`src/rtl/au_pkg.sv`:
```
package au_pkg;

    localparam int WORD_W = 16;
    localparam int BYTE_W = 8;
    localparam int OP_W   = 3;

    typedef enum logic [OP_W-1:0] {
        OP_NOP  = 3'd0,
        OP_ADDW = 3'd1,
        OP_SUBW = 3'd2,
        OP_CMPW = 3'd3,
        OP_INC8 = 3'd4,
        OP_DEC8 = 3'd5,
        OP_INCW = 3'd6,
        OP_DECW = 3'd7
    } op_e;

    typedef struct packed {
        logic z;
        logic ac;
        logic cy;
    } flags_t;

    typedef struct packed {
        logic [WORD_W-1:0] value;
        logic              wr;
        flags_t            fl;
    } res_t;

    typedef enum logic [1:0] {
        CLS_WORD,
        CLS_BYTE,
        CLS_PAIR
    } cls_e;

    function automatic cls_e op_class(input op_e op);
        case (op)
            OP_ADDW, OP_SUBW, OP_CMPW: return CLS_WORD;
            OP_INCW, OP_DECW:          return CLS_PAIR;
            default:                   return CLS_BYTE;
        endcase
    endfunction

    function automatic logic nib_carry(input logic [3:0] a, input logic [3:0] b);
        logic [4:0] s;
        s = {1'b0, a} + {1'b0, b};
        return s[4];
    endfunction

endpackage

```
`src/rtl/au_core.sv`:
```
module au_core
    import au_pkg::*;
(
    input  op_e                op,
    input  logic [WORD_W-1:0]  pair,
    input  logic [WORD_W-1:0]  imm,
    input  logic [BYTE_W-1:0]  byte_v,
    input  flags_t             fin,
    output res_t               res
);

    logic [WORD_W:0]   sum_ext;
    logic [WORD_W-1:0] diff;
    logic              borrow;
    logic              nib_borrow;
    logic [BYTE_W-1:0] byte_up;
    logic [BYTE_W-1:0] byte_dn;

    assign sum_ext    = {1'b0, pair} + {1'b0, imm};
    assign diff       = pair - imm;
    assign borrow     = pair < imm;
    assign nib_borrow = pair[3:0] < imm[3:0];
    assign byte_up    = byte_v + 1'b1;
    assign byte_dn    = byte_v - 1'b1;

    always_comb begin
        res    = '0;
        res.fl = fin;
        case (op)
            OP_ADDW: begin
                res.value = sum_ext[WORD_W-1:0];
                res.wr    = 1'b1;
                res.fl.cy = sum_ext[WORD_W];
                res.fl.ac = nib_carry(pair[3:0], imm[3:0]);
                res.fl.z  = (sum_ext[WORD_W-1:0] == '0);
            end
            OP_SUBW, OP_CMPW: begin
                res.value = diff;
                res.wr    = (op == OP_SUBW);
                res.fl.cy = borrow;
                res.fl.ac = nib_borrow;
                res.fl.z  = (diff == '0);
            end
            OP_INC8: begin
                res.value = {{(WORD_W-BYTE_W){1'b0}}, byte_up};
                res.wr    = 1'b1;
                res.fl.ac = (byte_v[3:0] == 4'hF);
                res.fl.z  = (byte_up == '0);
            end
            OP_DEC8: begin
                res.value = {{(WORD_W-BYTE_W){1'b0}}, byte_dn};
                res.wr    = 1'b1;
                res.fl.ac = (byte_v[3:0] == 4'h0);
                res.fl.z  = (byte_dn == '0);
            end
            OP_INCW: begin
                res.value = pair + 1'b1;
                res.wr    = 1'b1;
            end
            OP_DECW: begin
                res.value = pair - 1'b1;
                res.wr    = 1'b1;
            end
            default: begin
                res.value = '0;
                res.wr    = 1'b0;
            end
        endcase
    end

endmodule

```
`src/rtl/au_seq.sv`:
```
module au_seq #(
    parameter int CW = 3
) (
    input  logic          clk,
    input  logic          rst,
    input  logic          start,
    input  logic [CW-1:0] lat,
    output logic          accept,
    output logic          busy,
    output logic          done
);

    logic          busy_q;
    logic [CW-1:0] cnt_q;

    assign accept = start && !busy_q;
    assign busy   = busy_q;
    assign done   = busy_q && (cnt_q == '0);

    always_ff @(posedge clk) begin
        if (rst) begin
            busy_q <= 1'b0;
            cnt_q  <= '0;
        end else if (accept) begin
            busy_q <= 1'b1;
            cnt_q  <= lat - CW'(2);
        end else if (busy_q) begin
            if (cnt_q == '0) busy_q <= 1'b0;
            else             cnt_q  <= cnt_q - 1'b1;
        end
    end

    // elapsed-cycle counter used only by the latency check
    logic [CW-1:0] elapsed_q;
    logic [CW-1:0] lat_q;

    always_ff @(posedge clk) begin
        if (rst) begin
            elapsed_q <= '0;
            lat_q     <= '0;
        end else if (accept) begin
            elapsed_q <= CW'(1);
            lat_q     <= lat;
        end else if (busy_q) begin
            elapsed_q <= elapsed_q + 1'b1;
        end
    end

    assert_accept_R1: assert property (@(posedge clk) disable iff (rst)
        (start && !busy_q) |=> busy_q);

    assert_done_pulse_R9: assert property (@(posedge clk) disable iff (rst)
        done |=> !done);

    assert_latency_R9: assert property (@(posedge clk) disable iff (rst)
        done |-> (elapsed_q == lat_q - CW'(1)));

endmodule

```
`src/rtl/arith_unit.sv`:
```
module arith_unit
    import au_pkg::*;
#(
    parameter int LAT_WORD = 6,
    parameter int LAT_BYTE = 2,
    parameter int LAT_PAIR = 4
) (
    input  logic              clk,
    input  logic              rst,
    input  logic              start,
    input  logic [OP_W-1:0]   op,
    input  logic [WORD_W-1:0] pair_in,
    input  logic [WORD_W-1:0] imm_in,
    input  logic [BYTE_W-1:0] byte_in,
    input  logic              z_in,
    input  logic              ac_in,
    input  logic              cy_in,
    output logic              busy,
    output logic              done,
    output logic              wr_en,
    output logic [WORD_W-1:0] result,
    output logic              z_out,
    output logic              ac_out,
    output logic              cy_out
);

    localparam int LAT_MAX = (LAT_WORD > LAT_PAIR)
                           ? ((LAT_WORD > LAT_BYTE) ? LAT_WORD : LAT_BYTE)
                           : ((LAT_PAIR > LAT_BYTE) ? LAT_PAIR : LAT_BYTE);
    localparam int CW = $clog2(LAT_MAX + 1);

    op_e           op_now;
    flags_t        fl_now;
    res_t          core_res;
    logic [CW-1:0] lat_sel;
    logic          accept;

    op_e           op_q;
    flags_t        fin_q;
    res_t          res_q;

    assign op_now = op_e'(op);
    assign fl_now = '{z: z_in, ac: ac_in, cy: cy_in};

    au_core u_core (
        .op     (op_now),
        .pair   (pair_in),
        .imm    (imm_in),
        .byte_v (byte_in),
        .fin    (fl_now),
        .res    (core_res)
    );

    always_comb begin
        case (op_class(op_now))
            CLS_WORD: lat_sel = CW'(LAT_WORD);
            CLS_PAIR: lat_sel = CW'(LAT_PAIR);
            default:  lat_sel = CW'(LAT_BYTE);
        endcase
    end

    au_seq #(.CW(CW)) u_seq (
        .clk    (clk),
        .rst    (rst),
        .start  (start),
        .lat    (lat_sel),
        .accept (accept),
        .busy   (busy),
        .done   (done)
    );

    always_ff @(posedge clk) begin
        if (rst) begin
            op_q  <= OP_NOP;
            fin_q <= '0;
            res_q <= '0;
        end else if (accept) begin
            op_q  <= op_now;
            fin_q <= fl_now;
            res_q <= core_res;
        end
    end

    assign result = res_q.value;
    assign wr_en  = done && res_q.wr;
    assign z_out  = res_q.fl.z;
    assign ac_out = res_q.fl.ac;
    assign cy_out = res_q.fl.cy;

    assert_cmp_nowrite_R4: assert property (@(posedge clk) disable iff (rst)
        (done && op_q == OP_CMPW) |-> !wr_en);

    assert_nop_quiet_R10: assert property (@(posedge clk) disable iff (rst)
        (done && op_q == OP_NOP) |-> (!wr_en && {z_out, ac_out, cy_out} == fin_q));

    assert_byte_keep_cy_R7: assert property (@(posedge clk) disable iff (rst)
        (done && (op_q == OP_INC8 || op_q == OP_DEC8)) |-> (cy_out == fin_q.cy));

    assert_pair_flags_R8: assert property (@(posedge clk) disable iff (rst)
        (done && (op_q == OP_INCW || op_q == OP_DECW)) |-> ({z_out, ac_out, cy_out} == fin_q));

    assert_word_zero_R6: assert property (@(posedge clk) disable iff (rst)
        (done && (op_q == OP_ADDW || op_q == OP_SUBW || op_q == OP_CMPW))
            |-> (z_out == (result == '0)));

    assert_hold_R12: assert property (@(posedge clk) disable iff (rst)
        busy |=> ($stable(result) && $stable(cy_out) && $stable(z_out)));

endmodule

```
`config.mk`:
```
export PLATFORM = sky130hd
export DESIGN_NAME = arith_unit
export DESIGN_NICKNAME = d
export VERILOG_FILES = /design/src/rtl/au_pkg.sv /design/src/rtl/au_core.sv /design/src/rtl/au_seq.sv /design/src/rtl/arith_unit.sv
export SDC_FILE = /design/constraint.sdc
export NUM_CORES = 1
export LEC_CHECK = 0
export BUFFER_PORTS_ARGS = -buffer_cell sky130_fd_sc_hd__buf_2
export CORE_MARGIN = 2
export CORE_UTILIZATION = 59
export DETAILED_ROUTE_END_ITERATION = 12
export HOLD_SLACK_MARGIN = 0.06
export PLACE_DENSITY = 0.83
export SETUP_SLACK_MARGIN = 0.1
export SLEW_MARGIN = 20
export SYNTH_ARGS = -nofsm -noshare
export SYNTH_HDL_FRONTEND = slang
export SYNTH_SLANG_ARGS = --single-unit
```
`constraint.sdc`:
```
create_clock -name clk -period 3.7 [get_ports clk]
set_input_delay 0.74 -clock clk [delete_from_list [all_inputs] [get_ports clk]]
set_output_delay 0.74 -clock clk [all_outputs]
set_load 0.02 [all_outputs]
```
* Yosys cells after proc, flatten, opt, wreduce, memory -nomap -nowiden
Cells that the tools add are included.
Storage, ports and cells: bits in registers 24, bits of input ports 49, output and inout bits 22, logic and storage cells 55
Operators by class: add/sub/neg operators 9, order comparisons 2, equality and inequality tests 10, mux-type cells 11, reduce and logical (&&, ||, !) cells 16
Operators with widths (count):
- $pmux 17 s6 | 1
- $logic_not 16->1 | 2
- $add 16x16->17 | 1
- $add 16x1->16 const B | 1
- $logic_not 8->1 | 2
- $lt 16x16->1 | 1
- $sub 16x1->16 const B | 1
- $sub 16x16->16 | 1
- $eq 3x3->1 const B | 4
- $mux 3 | 3
- $add 8x1->8 const B | 1
- $pmux 2 s4 | 1
- $sub 8x1->8 const B | 1
- $eq 3x2->1 const B | 2
- $pmux 3 s2 | 1
- $add 4x4->5 | 1
- $eq 4x4->1 const B | 1
- $logic_not 4->1 | 1
- $lt 4x4->1 | 1
- $pmux 2 s2 | 1
- $reduce_or 2->1 | 2
- $eq 3x1->1 const B | 1
- $logic_and 1x1->1 | 3
- $logic_not 3->1 | 1
- 11 further kinds | 13

* Longest topological paths before layout
Gate-level depths: netlist (run 1).
depth in word-level cells 7, mapped depth 14, depth with buffers taken out 12

* Hierarchy
Synthesis (run 1) repeated with hierarchy kept, for this count alone.
Second synthesis, totals: cells, all modules 595, area, all modules 4365.4 um^2
By module, submodules not included:
- au_core | instances 1, cells each 482, area an instance 3259.4 um^2, seq. area each 0.0 um^2
- arith_unit | instances 1, cells each 85, area an instance 850.8 um^2, seq. area each 400.4 um^2
- au_seq | instances 1, cells each 28, area an instance 255.2 um^2, seq. area each 80.1 um^2

* Worst setup path after synthesis (run 1)
OpenSTA, ideal clock, no wires.
kind input to register, from input op[2], to register res_q, in the netlist result[12], setup time 0.123 ns, data arrival time 3.119 ns, data required time 3.577 ns, setup slack 0.458 ns, cell stages on the path 13, path buffers 1, cells stage by stage and2_1 clkbuf_1 nand2_1 inv_1 ha_1 or2_2 a21oi_1 a31oi_1 a31oi_1 o21bai_1 xor2_1 a222oi_1 o21ai_1
On the way: word-level cells in the longest chain between the ends 3, elaborated cells on any way between the ends 9, classes of those cells 7 x eq/ne; 1 x mux; 1 x reduce/logical
Ends and longest elaborated chain:
- start: declaration | line arith_unit.sv:11 | input logic [OP_W-1:0] op,
- $eq 3x2->1 | line au_core.sv:29 | case (op)
- $reduce_or 2->1 | line au_core.sv:29
- $pmux 17 s6 * | line au_core.sv:29
- end signal: assignment | line arith_unit.sv:80 | res_q <= core_res;
- end: declaration | line arith_unit.sv:40 | res_t res_q;
Every way passes the cells marked *; elsewhere a longest branch is shown, timed or not. A chain may end at the register's enable or synchronous reset.

* Final worst setup path (run 1)
from input pair_in[0], to register res_q, in the netlist result[14]
On the way: word-level cells in the longest chain between the ends 2, elaborated cells on any way between the ends 5, classes of those cells 4 x add/sub; 1 x mux
Ends and longest elaborated chain:
- start: declaration | line arith_unit.sv:12 | input logic [WORD_W-1:0] pair_in,
- $sub 16x1->16, or another cell as far along | line au_core.sv:61 | res.value = pair - 1'b1;
- $pmux 17 s6 * | line au_core.sv:29
Marked as above.

==> reports/metrics.csv, run 1 <==
metric,value,unit
Layout area overhead,7.45,%
async set or reset register ratio after synthesis,0,%
synth top area cells,"ha_1 (15%), dfxtp_1 (11%), xnor2_1 (5.6%), a21oi_1 (5.3%), nor3_1 (4.0%)",
full die area,0.00843,sq mm
Comb pwr share,57.8,%
worst r2r dst,z_out$_SDFFE_PP0P_,
DR WL/cell,17.4,microns
GRT overflow,0,
chip height,91.8,microns
vias in the first global route,4676,
initial antenna violation count,0,
Final Max Slew Viols,0,
max_slew headroom,55.8,%
#FFs+latches synth,24,
Avg Inst Size Synth,7.21,sq um
Sw Ratio,43.9,%
top-count cell post-synth,ha_1,
"area leader, netlist",ha_1,
CP Class,input port to flop,
FP Rows,32,
critical path startpoint category,input port,
htree depth,1,
register area share after synthesis,10.6,%
hold depth,2,
total power,1.23,mW
sequential share of power,23.5,%
status,finished clean,
total negative slack,0,ns
critical path required time,3.87,ns
Peak VDD IR,0.134,mV
Final #Nets,772,
library cells used by synthesis,79,
n_diodes,0,
Core Box Area,0.00761,sq mm
Via Count,4949,
dpl cells,763,
worst skew pair latency,0.27,ns
worst hold path startpoint,result[8]$_SDFFE_PP0P_,
# resized after CTS,0,
final hold vios,0,
IO buf count,70,
fin cells,767,
internal power,0.693,mW
YS warnings,0,
Tot GR Track Use,31.7,%
first-pass GRT wire length,22400,microns
Placement Cell Area,0.00482,sq mm
main combinational cell family by area after synthesis,compound AO/OA/AOI/OAI gates,
syn nets,737,
Compound-Gate Fraction of Synth Area,30.0,%
area share of xor/xnor cells in the synthesized design,7.70,%
final worst path period share,87.7,%
CTS Buffer Depth,2,
Clock Power Share,18.8,%
hold buffer count at cts,0,
DR vias/cell,6.45,
area share of the largest cell type after synthesis,14.9,%
min Tclk post-route,3.24,ns
Post-Syn Instances,631,
Worst Path Max Fanout,5,
DP Wirelength,10700,microns
fraction of layout cells with a size suffix above 1,15.9,%
"Reg clk slew, reported paths",0.09,ns
"EDFF count, synth",0,
Sw Pwr,0.541,mW
"Primary FF master, synth",dfxtp_1,
Worst R2R Setup Slack,1.34,ns
Slew @ Worst Pin,0.657,ns
largest net degree at the start of global routing,23,
Initial DRT Pass Iterations,5,
post-route cell area,0.00489,sq mm
Cell Pwr Density,253,mW/mm^2
io pins,71,
Worst Hold Class,flop to flop,
unrepaired setup endpoints after global routing,no,
Synth Area in Simple Gates,24.9,%
max-cap check violation count,0,
Initial Utilization,59.8,%
# DRC,0,
Adder-Cell Fraction of Synth Area,16.2,%
RePlAce Congestion,1.01,
CTS root buf,clkbuf_8,
FMAX,308,MHz
"antenna viol nets, final",0,
setup violators final,0,
mux cell area share after synthesis,0.908,%
FF-to-FF Start,u_seq.busy$_SDFF_PP0_,
TritonCTS Buffers,3,
most frequent cells after synthesis,"ha_1 (54), a21oi_1 (48), nor2_1 (46)",
Crit path arrival time,3.41,ns
R2R cell count,8,
Setup Buffers After CTS,0,
FILL cells,701,
CTS tree,built,
Leakage Power,2.13,nW
Die W,91.8,microns
clock sinks,24,
drt total wl,13400,microns
Hold Path Sink,result[8]$_SDFFE_PP0P_,
clock skew,0.00284,ns
"Cell Area, Synth",0.00455,sq mm
crit end category,flop,
First DRT Iteration DRCs,404,
## cell usage in the layout (no fill, tap or decap), types with 17 or more instances in the layout
| cell | instances |
|---|---|
| buf_2 | 70 |
| ha_1 | 54 |
| a21oi_1 | 48 |
| nor2_1 | 46 |
| nand2_1 | 44 |
| inv_1 | 41 |
| nor3_1 | 36 |
| xnor2_1 | 29 |
| dfxtp_1 | 24 |
| o21ai_0 | 21 |
| nand3_1 | 17 |
## metrics by stage
step	hold slack [ns]	util, %	setup slack [ns]
after floorplan	0.428	-	0.458
after global placement	0.439	63.3	0.318
after detailed placement	0.444	63.3	0.236
after CTS	0.454	64.3	0.512
after global routing	0.466	64.3	0.317
final	0.456	64.3	0.456
## metal layers
layer  part of all wire, %  track usage [%]  vias to the layer above
li1                      -                -                     2359
met1                    43             42.3                     2259
met2                    45             52.0                      276
met3                   7.7             3.78                       55
met4                   3.8             12.7                        0
met5                     0                0                        -
## kinds of logic (layout without fill, tap and decap cells)
kind of cell / after synthesis / after routing
buffers and inverters: 93 / 127
and+or+nand+nor: 217 / 217
adders and majority gates: 57 / 57
AOI/OAI and AO/OA: 196 / 196
muxes: 4 / 4
xor gates and xnor gates: 40 / 40
DFF: 24 / 24
## flip-flops by register name, indices dropped and copies added (netlist names)
name,count
cy_out,1
result,16
ac_out,1
u_seq.cnt_q,3
res_q,1
u_seq.busy,1
z_out,1
## power by group through the flow
stage	clock network, mW	registers, mW	logic, mW
finish	0.231	0.290	0.713
global route	0.241	0.292	0.774
CTS	0.233	0.290	0.696
detailed placement	0	0.296	0.693
global placement	0	0.295	0.680
floorplan	0	0.296	0.522
## layout make-up
class | instances | area (sq um) | area share (%)
Multi-Input combinational cell | 514 | 3630 | 74.2
Sequential cell | 24 | 480 | 9.83
Timing Repair Buffer | 79 | 418 | 8.55
Inverter | 44 | 165 | 3.38
Tap cell | 102 | 128 | 2.61
Clock buffer | 3 | 41.3 | 0.845
Clock inverter | 1 | 30.0 | 0.614
## worst max-delay path, stage by stage
cell       delay, ns
buf_2           0.11
ha_1            0.17
inv_1           0.06
fa_1            0.44
o21bai_1        0.34
a2111oi_4       0.19
nor4_4          0.23
nor4b_2         0.10
or3b_1          0.44
a31oi_1         0.20
o221ai_1        0.16
a22o_1          0.23
## worst max-delay path by stage
| stage | start | to | slack (ns) | depth (start not counted) |
|---|---|---|---|---|
| final | pair_in[0] | result[14]$_SDFFE_PP0P_ | 0.46 | 12 |
| after global routing | op[2] | result[13]$_SDFFE_PP0P_ | 0.32 | 14 |
| after CTS | pair_in[0] | result[14]$_SDFFE_PP0P_ | 0.51 | 12 |
| after detailed placement | pair_in[0] | result[14]$_SDFFE_PP0P_ | 0.24 | 12 |
| after global placement | pair_in[0] | result[14]$_SDFFE_PP0P_ | 0.32 | 12 |
| after floorplan | op[2] | result[12]$_SDFFE_PP0P_ | 0.46 | 13 |
(Power assumes the default switching activity.)
==> run 2, diff against run 1 <==
--- a/config.mk
+++ b/config.mk
@@ -6,7 +6,7 @@
 export NUM_CORES = 1
 export LEC_CHECK = 0
 export BUFFER_PORTS_ARGS = -buffer_cell sky130_fd_sc_hd__buf_2
-export CORE_MARGIN = 2
+export CORE_MARGIN = 4
 export CORE_UTILIZATION = 59
 export DETAILED_ROUTE_END_ITERATION = 12
 export HOLD_SLACK_MARGIN = 0.06
==> run 2 against run 1 <==
Total power grew 0.95%. Register-to-register slack lost 0.06 ns. Largest cell class unchanged. Sequential cell count is the same. Die area grew 8.9%. Count of clock-buffer cells in the layout is the same. Largest power group unchanged.
==> reports/metrics.csv, run 2 (same netlist as run 1, synthesis figures left out) <==
metric,value,unit,change
area of the multi-input gates,0.00363,sq mm,unchanged
min Tclk post-route,3.42,ns,was 3.24 ns
IO buf count,70,,unchanged
Via Count,4996,,was 4949
"commonest non-fill, non-tap cell in the layout",buf_2,,unchanged
vias in the first global route,4467,,was 4676
max_slew headroom,47.4,%,was 55.8%
max FFs per register,16,,unchanged
Leakage Power,2.14,nW,was 2.13 nW
DP Wirelength,11600,microns,was 10700 microns
Crit path arrival time,3.57,ns,was 3.41 ns
Final Max Slew Viols,0,,unchanged
Placement Cell Area,0.00483,sq mm,was 0.00482 sq mm
n_diodes,0,,unchanged
crit end category,flop,,unchanged
Tot GR Track Use,30.9,%,was 31.7%
total negative slack,0,ns,unchanged
# resized after CTS,0,,unchanged
"Buf+Inv Stages, Crit Path",3,,was 2
DR vias/cell,6.52,,was 6.45
first-pass GRT wire length,22400,microns,about the same
First DRT Iteration DRCs,544,,was 404
hold buffer count at cts,0,,unchanged
Max stage delay on crit path,0.45,ns,was 0.44 ns
setup violators final,0,,unchanged
# DRC,0,,unchanged
CTS root buf,clkbuf_8,,unchanged
TritonCTS Buffers,3,,unchanged
Crit path top cell by count,nand3_1,,
clock sinks,24,,unchanged
post-route cell area,0.00490,sq mm,was 0.00489 sq mm
CP Class,input port to flop,,unchanged
Final #Nets,774,,was 772
DR WL/cell,18.8,microns,was 17.4 microns
full die area,0.00918,sq mm,was 0.00843 sq mm
Setup Buffers After CTS,0,,unchanged
Layout area overhead,7.70,%,was 7.45%
CTS Buffer Depth,2,,unchanged
RePlAce Congestion,1.02,,was 1.01
CTS tree,built,,unchanged
largest net degree at the start of global routing,24,,was 23
io pins,71,,unchanged
htree depth,1,,unchanged
CP cell instances,buf_2 > and2_1 > nand2_1 > inv_1 > buf_4 > ha_1 > nand3_1 > nor4_1 > nor2_1 > a211o_1 > o21ai_1 > xnor2_1 > nand3_1 > o311ai_1,,was buf_2 > ha_1 > inv_1 > fa_1 > o21bai_1 > a2111oi_4 > nor4_4 > nor4b_2 > or3b_1 > a31oi_1 > o221ai_1 > a22o_1
Worst Path Max Fanout,9,,was 5
unrepaired setup endpoints after global routing,no,,unchanged
final hold vios,0,,unchanged
worst skew pair latency,0.27,ns,about the same
drt total wl,14400,microns,was 13400 microns
Initial Utilization,61.7,%,was 59.8%
FMAX,293,MHz,was 308 MHz
"antenna viol nets, final",0,,unchanged
Worst Hold Class,flop to flop,,unchanged
final worst slack,0.284,ns,was 0.456 ns
critical path startpoint category,input port,,unchanged
FP Rows,31,,was 32
Cell Pwr Density,254,mW/mm^2,was 253 mW/mm^2
slowest cell on the critical path,nor4_1,,was fa_1
"commonest cells after routing, fill and taps aside","buf_2 (70), ha_1 (54), a21oi_1 (48)",,unchanged
Initial DRT Pass Iterations,6,,was 5
Die W,95.8,microns,was 91.8 microns
register area,480,sq um,unchanged
fraction of layout cells with a size suffix above 1,16.2,%,was 15.9%
Core Box Area,0.00737,sq mm,was 0.00761 sq mm
Util after Layout,66.5,%,was 64.3%
worst hold slack,0.459,ns,was 0.456 ns
"Reg clk slew, reported paths",0.09,ns,about the same
Slew @ Worst Pin,0.783,ns,was 0.657 ns
FILL cells,711,,was 701
Peak VDD IR,0.200,mV,was 0.134 mV
status,finished clean,,unchanged
GRT overflow,0,,unchanged
cell family with most CP delay,simple AND/OR/NAND/NOR gates,,was compound AO/OA/AOI/OAI gates
setup slack at placement,0.145,ns,was 0.236 ns
max-cap check violation count,0,,unchanged
chip height,95.8,microns,was 91.8 microns
clock skew,0.00204,ns,was 0.00284 ns
final worst path period share,92.3,%,was 87.7%
initial antenna violation count,0,,unchanged
critical path required time,3.86,ns,was 3.87 ns
run 2: cell types whose count changed in the layout (fill, tap and decap cells not counted):
cell,delta
buf_4,+2
run 2: metal layers:
metal	global-route usage [%]	wire, microns	vias to the layer above
met3	3.36	1310	38
li1	-	-	2365
met1	41.4	5840	2319
met4	9.12	440	0
met5	0	0	-
met2	52.0	6780	274
run 2: report_power, final:
part           internal, mW  switching (mW)
logic                 0.272           0.449
clock network         0.145          0.0886
registers             0.278          0.0137
run 2: cell type report:
class | instances | area share, %
multi-input cells | 514 | 74.0
clock inverters | 1 | 0.613
repair buffers | 81 | 8.84
inverters | 44 | 3.37
flip-flops and latches | 24 | 9.81
well taps | 99 | 2.53
clock buffers | 3 | 0.843
run 2: worst paths after layout:
path / cells after the start / from / endpoint / slack, ns
setup / recovery: 14 / op[2] / result[15]$_SDFFE_PP0P_ / 0.28
hold / removal: 2 / result[3]$_SDFFE_PP0P_ / result[3]$_SDFFE_PP0P_ / 0.46
setup reg to reg: 9 / u_seq.busy$_SDFF_PP0_ / z_out$_SDFFE_PP0P_ / 1.28
hold reg to reg: 2 / result[3]$_SDFFE_PP0P_ / result[3]$_SDFFE_PP0P_ / 0.46
run 2: metrics by stage:
| stage | total power, mW | cells |
|---|---|---|
| 2_1_floorplan | 0.818 | 631 |
| 5_1_grt | 1.31 | 766 |
| 3_3_place_gp | 0.980 | 762 |
| 6_report | 1.25 | 766 |
| 4_1_cts | 1.22 | 766 |
| 3_5_place_dp | 0.995 | 762 |
run 2: worst min-delay path, cell delays in order (launching register included):
cell	delay [ns]
dfxtp_1	0.32
nand2_1	0.05
a21oi_1	0.05
==> run 3, diff against run 2 <==
--- a/config.mk
+++ b/config.mk
@@ -7,12 +7,13 @@
 export LEC_CHECK = 0
 export BUFFER_PORTS_ARGS = -buffer_cell sky130_fd_sc_hd__buf_2
 export CORE_MARGIN = 4
-export CORE_UTILIZATION = 59
+export CORE_UTILIZATION = 50
 export DETAILED_ROUTE_END_ITERATION = 12
 export HOLD_SLACK_MARGIN = 0.06
-export PLACE_DENSITY = 0.83
+export PLACE_DENSITY = 0.72
 export SETUP_SLACK_MARGIN = 0.1
 export SLEW_MARGIN = 20
 export SYNTH_ARGS = -nofsm -noshare
 export SYNTH_HDL_FRONTEND = slang
+export SYNTH_HIERARCHICAL = 1
 export SYNTH_SLANG_ARGS = --single-unit
==> run 3 against run 2 <==
Design area about the same. Final cell count fell by 1.2%. Combinational power up 2%. Hold slack improved by 0.032 ns. Via count down 12%. Global-route usage down 8.0 points. Area after synthesis decreased by 4.0%. Fmax down 0.87%. Clock power shrank 26%. Core utilization down 7.8 points. Critical path depth up 2. Critical endpoint is now z_out$_SDFFE_PP0P_. Largest power group unchanged. Highest routed layer unchanged.
==> reports/metrics.csv, run 3 <==
metric,value,unit,change
status,finished clean,,unchanged
Setup Buffers After CTS,0,,unchanged
Slew @ Worst Pin,0.818,ns,was 0.783 ns
met1 usage,33.8,%,was 41.4%
Peak VDD IR,0.159,mV,was 0.200 mV
vias in the first global route,4093,,was 4467
Clock Power Share,14.4,%,was 18.7%
Crit path arrival time,3.59,ns,was 3.57 ns
# DRC,0,,unchanged
min Tclk post-route,3.45,ns,was 3.42 ns
sequential share of power,24.8,%,was 23.4%
DR WL/cell,15.6,microns,was 18.8 microns
dpl cells,753,,was 762
final hold vios,0,,unchanged
IO buf count,70,,unchanged
synth top area cells,"ha_1 (15%), dfxtp_1 (11%), nor2_1 (7.0%), xnor2_1 (6.8%), mux2i_1 (5.7%)",,"was ha_1 (15%), dfxtp_1 (11%), xnor2_1 (5.6%), a21oi_1 (5.3%), nor3_1 (4.0%)"
CP cell instances,buf_2 > ha_1 > inv_1 > fa_1 > o21bai_1 > a2111oi_1 > buf_4 > o41a_1 > nand2_1 > xnor2_1 > and4b_1 > and3_1 > o2111ai_1 > nand3_1 > mux2i_1 > nor2_1,,was buf_2 > and2_1 > nand2_1 > inv_1 > buf_4 > ha_1 > nand3_1 > nor4_1 > nor2_1 > a211o_1 > o21ai_1 > xnor2_1 > nand3_1 > o311ai_1
#FFs+latches synth,24,,unchanged
n_diodes,0,,unchanged
Final Max Slew Viols,0,,unchanged
final worst path period share,93.1,%,was 92.3%
Worst setup startpoint,pair_in[0],,was op[2]
CTS root buf,clkbuf_8,,unchanged
"EDFF count, synth",0,,unchanged
CTS tree,built,,unchanged
First DRT Iteration DRCs,261,,was 544
Worst Hold Class,flop to flop,,unchanged
async set or reset register ratio after synthesis,0,%,unchanged
syn nets,700,,was 737
Initial DRT Pass Iterations,5,,was 6
worst hold path startpoint,u_seq/cnt_q[0]$_SDFFE_PP0P_,,was result[3]$_SDFFE_PP0P_
full die area,0.0103,sq mm,was 0.00918 sq mm
CP Class,input port to flop,,unchanged
Worst Path Max Fanout,6,,was 9
total negative slack,0,ns,unchanged
setup violators final,0,,unchanged
met2 Track Usage GR,37.0,%,was 52.0%
"area leader, netlist",ha_1,,unchanged
Sw Pwr,0.514,mW,was 0.551 mW
clock skew,0.00139,ns,was 0.00204 ns
fin cells,757,,was 766
met3 Usage GRT,1.52,%,was 3.36%
"commonest cells after routing, fill and taps aside","nor2_1 (81), buf_2 (70), ha_1 (52)",,"was buf_2 (70), ha_1 (54), a21oi_1 (48)"
library cells used by synthesis,73,,was 79
io pins,71,,unchanged
"Primary FF master, synth",dfxtp_1,,unchanged
max_slew headroom,45.4,%,was 47.4%
Layout area overhead,12.2,%,was 7.70%
worst hold slack,0.491,ns,was 0.459 ns
htree depth,1,,unchanged
Placement Cell Area,0.00482,sq mm,was 0.00483 sq mm
critical path required time,3.84,ns,was 3.86 ns
area share of the largest cell type after synthesis,15.2,%,was 14.9%
crit end category,flop,,unchanged
TritonCTS Buffers,3,,unchanged
most frequent cells after synthesis,"nor2_1 (81), ha_1 (53), inv_1 (44)",,"was ha_1 (54), a21oi_1 (48), nor2_1 (46)"
drt total wl,11800,microns,was 14400 microns
DR vias/cell,5.84,,was 6.52
max FFs per register,16,,unchanged
DP Wirelength,9740,microns,was 11600 microns
first-pass GRT wire length,19500,microns,was 22400 microns
top-count cell post-synth,nor2_1,,was ha_1
Post-Syn Instances,595,,was 631
Leakage Power,2.31,nW,was 2.14 nW
final worst slack,0.254,ns,was 0.284 ns
"Buf+Inv Stages, Crit Path",3,,unchanged
setup slack at placement,-0.0876,ns,was 0.145 ns
"antenna viol nets, final",0,,unchanged
worst skew pair latency,0.26,ns,was 0.27 ns
Top Usage Layer GRT,met2,,unchanged
Core Box Area,0.00834,sq mm,was 0.00737 sq mm
Util after Layout,58.7,%,was 66.5%
critical path startpoint category,input port,,unchanged
slowest cell on the critical path,fa_1,,was nor4_1
Tot GR Track Use,22.9,%,was 30.9%
chip height,101,microns,was 95.8 microns
Comb pwr share,60.8,%,was 57.9%
Initial Utilization,52.3,%,was 61.7%
YS warnings,6,,was 0
register area share after synthesis,11.0,%,was 10.6%
max-cap check violation count,0,,unchanged
post-route cell area,0.00490,sq mm,about the same
unrepaired setup endpoints after global routing,no,,unchanged
initial antenna violation count,0,,unchanged
cell family with most CP delay,compound AO/OA/AOI/OAI gates,,was simple AND/OR/NAND/NOR gates
Die W,101,microns,was 95.8 microns
largest net degree at the start of global routing,35,,was 24
"commonest non-fill, non-tap cell in the layout",nor2_1,,was buf_2
Avg Inst Size Synth,7.34,sq um,was 7.21 sq um
clock sinks,24,,unchanged
FF-to-FF Start,u_seq/busy$_SDFF_PP0_,,was u_seq.busy$_SDFF_PP0_
total power,1.20,mW,was 1.25 mW
Final #Nets,758,,was 774
"Cell Area, Synth",0.00437,sq mm,was 0.00455 sq mm
GRT overflow,0,,unchanged
fraction of layout cells with a size suffix above 1,18.9,%,was 16.2%
internal power,0.691,mW,was 0.695 mW
FP Rows,33,,was 31
RePlAce Congestion,0.943,,was 1.02
Sw Ratio,42.7,%,was 44.3%
CTS Buffer Depth,2,,unchanged
Via Count,4420,,was 4996
FMAX,290,MHz,was 293 MHz
Max stage delay on crit path,0.44,ns,was 0.45 ns
Cell Pwr Density,246,mW/mm^2,was 254 mW/mm^2
"Reg clk slew, reported paths",0.08,ns,was 0.09 ns
[run 3: cell types whose count changed after synthesis, sizes merged, moves of 6 or more]
| cell | previous run | this run |
|---|---|---|
| nand3 | 17 | 7 |
| a22oi | 10 | 4 |
| mux2i | 3 | 25 |
| nor2 | 46 | 81 |
| nor3 | 38 | 11 |
| nand2 | 44 | 24 |
| o22ai | 8 | 1 |
| o21ai | 35 | 27 |
[run 3: cell type report]
| type | instances | area [sq um] |
|---|---|---|
| multi-input combinational | 483 | 3520 |
| fill | 793 | 3440 |
| timing repair buffer | 95 | 538 |
| sequential | 24 | 480 |
| inverter | 46 | 173 |
| tap | 105 | 131 |
| clock buffer | 4 | 55.1 |
[run 3: timing repair]
item | 4_1_cts | 5_1_grt
resized for setup | 0 | 3
hold buffers | 0 | 0
setup endpoints to repair | 0 | 4
[run 3: worst paths after layout]
check / to / slack (ns) / cells past startpoint
max: z_out$_SDFFE_PP0P_ / 0.25 / 16
min: u_seq/cnt_q[0]$_SDFFE_PP0P_ / 0.49 / 2
min reg2reg: u_seq/cnt_q[0]$_SDFFE_PP0P_ / 0.49 / 2
max reg2reg: u_seq/cnt_q[2]$_SDFFE_PP0P_ / 2.14 / 3
[run 3: layer usage]
metal	up-vias	routed length, microns
li1	2220	-
met1	2019	5600
met5	-	0
met3	10	828
met2	171	5230
met4	0	120
[run 3: logic make-up after synthesis]
| kind of cell | after synthesis | synth area share, % |
|---|---|---|
| buf+inv | 88 | 9.52 |
| other cells | 1 | 0.0859 |
| mux | 28 | 6.76 |
| xor+xnor | 46 | 9.23 |
| fa+ha+maj | 56 | 16.6 |
| flops | 24 | 11.0 |
| simple gates | 191 | 21.8 |
| compound gates | 161 | 25.0 |
[run 3: worst reg2reg max path: cells and delay by family, from the launching register on]
| kind | cells | cell delay [ns] |
|---|---|---|
| and+or+nand+nor | 1 | 0.68 |
| muxes | 1 | 0.29 |
| DFF | 1 | 0.39 |
| AOI/OAI and AO/OA | 1 | 0.07 |
[run 3: power by group through the flow]
stage / clock [mW] / sequential, mW / combinational, mW
3_5_place_dp: 0 / 0.305 / 0.716
6_report: 0.173 / 0.299 / 0.732
2_1_floorplan: 0 / 0.305 / 0.532
5_1_grt: 0.185 / 0.302 / 0.810
3_3_place_gp: 0 / 0.304 / 0.709
4_1_cts: 0.173 / 0.299 / 0.720
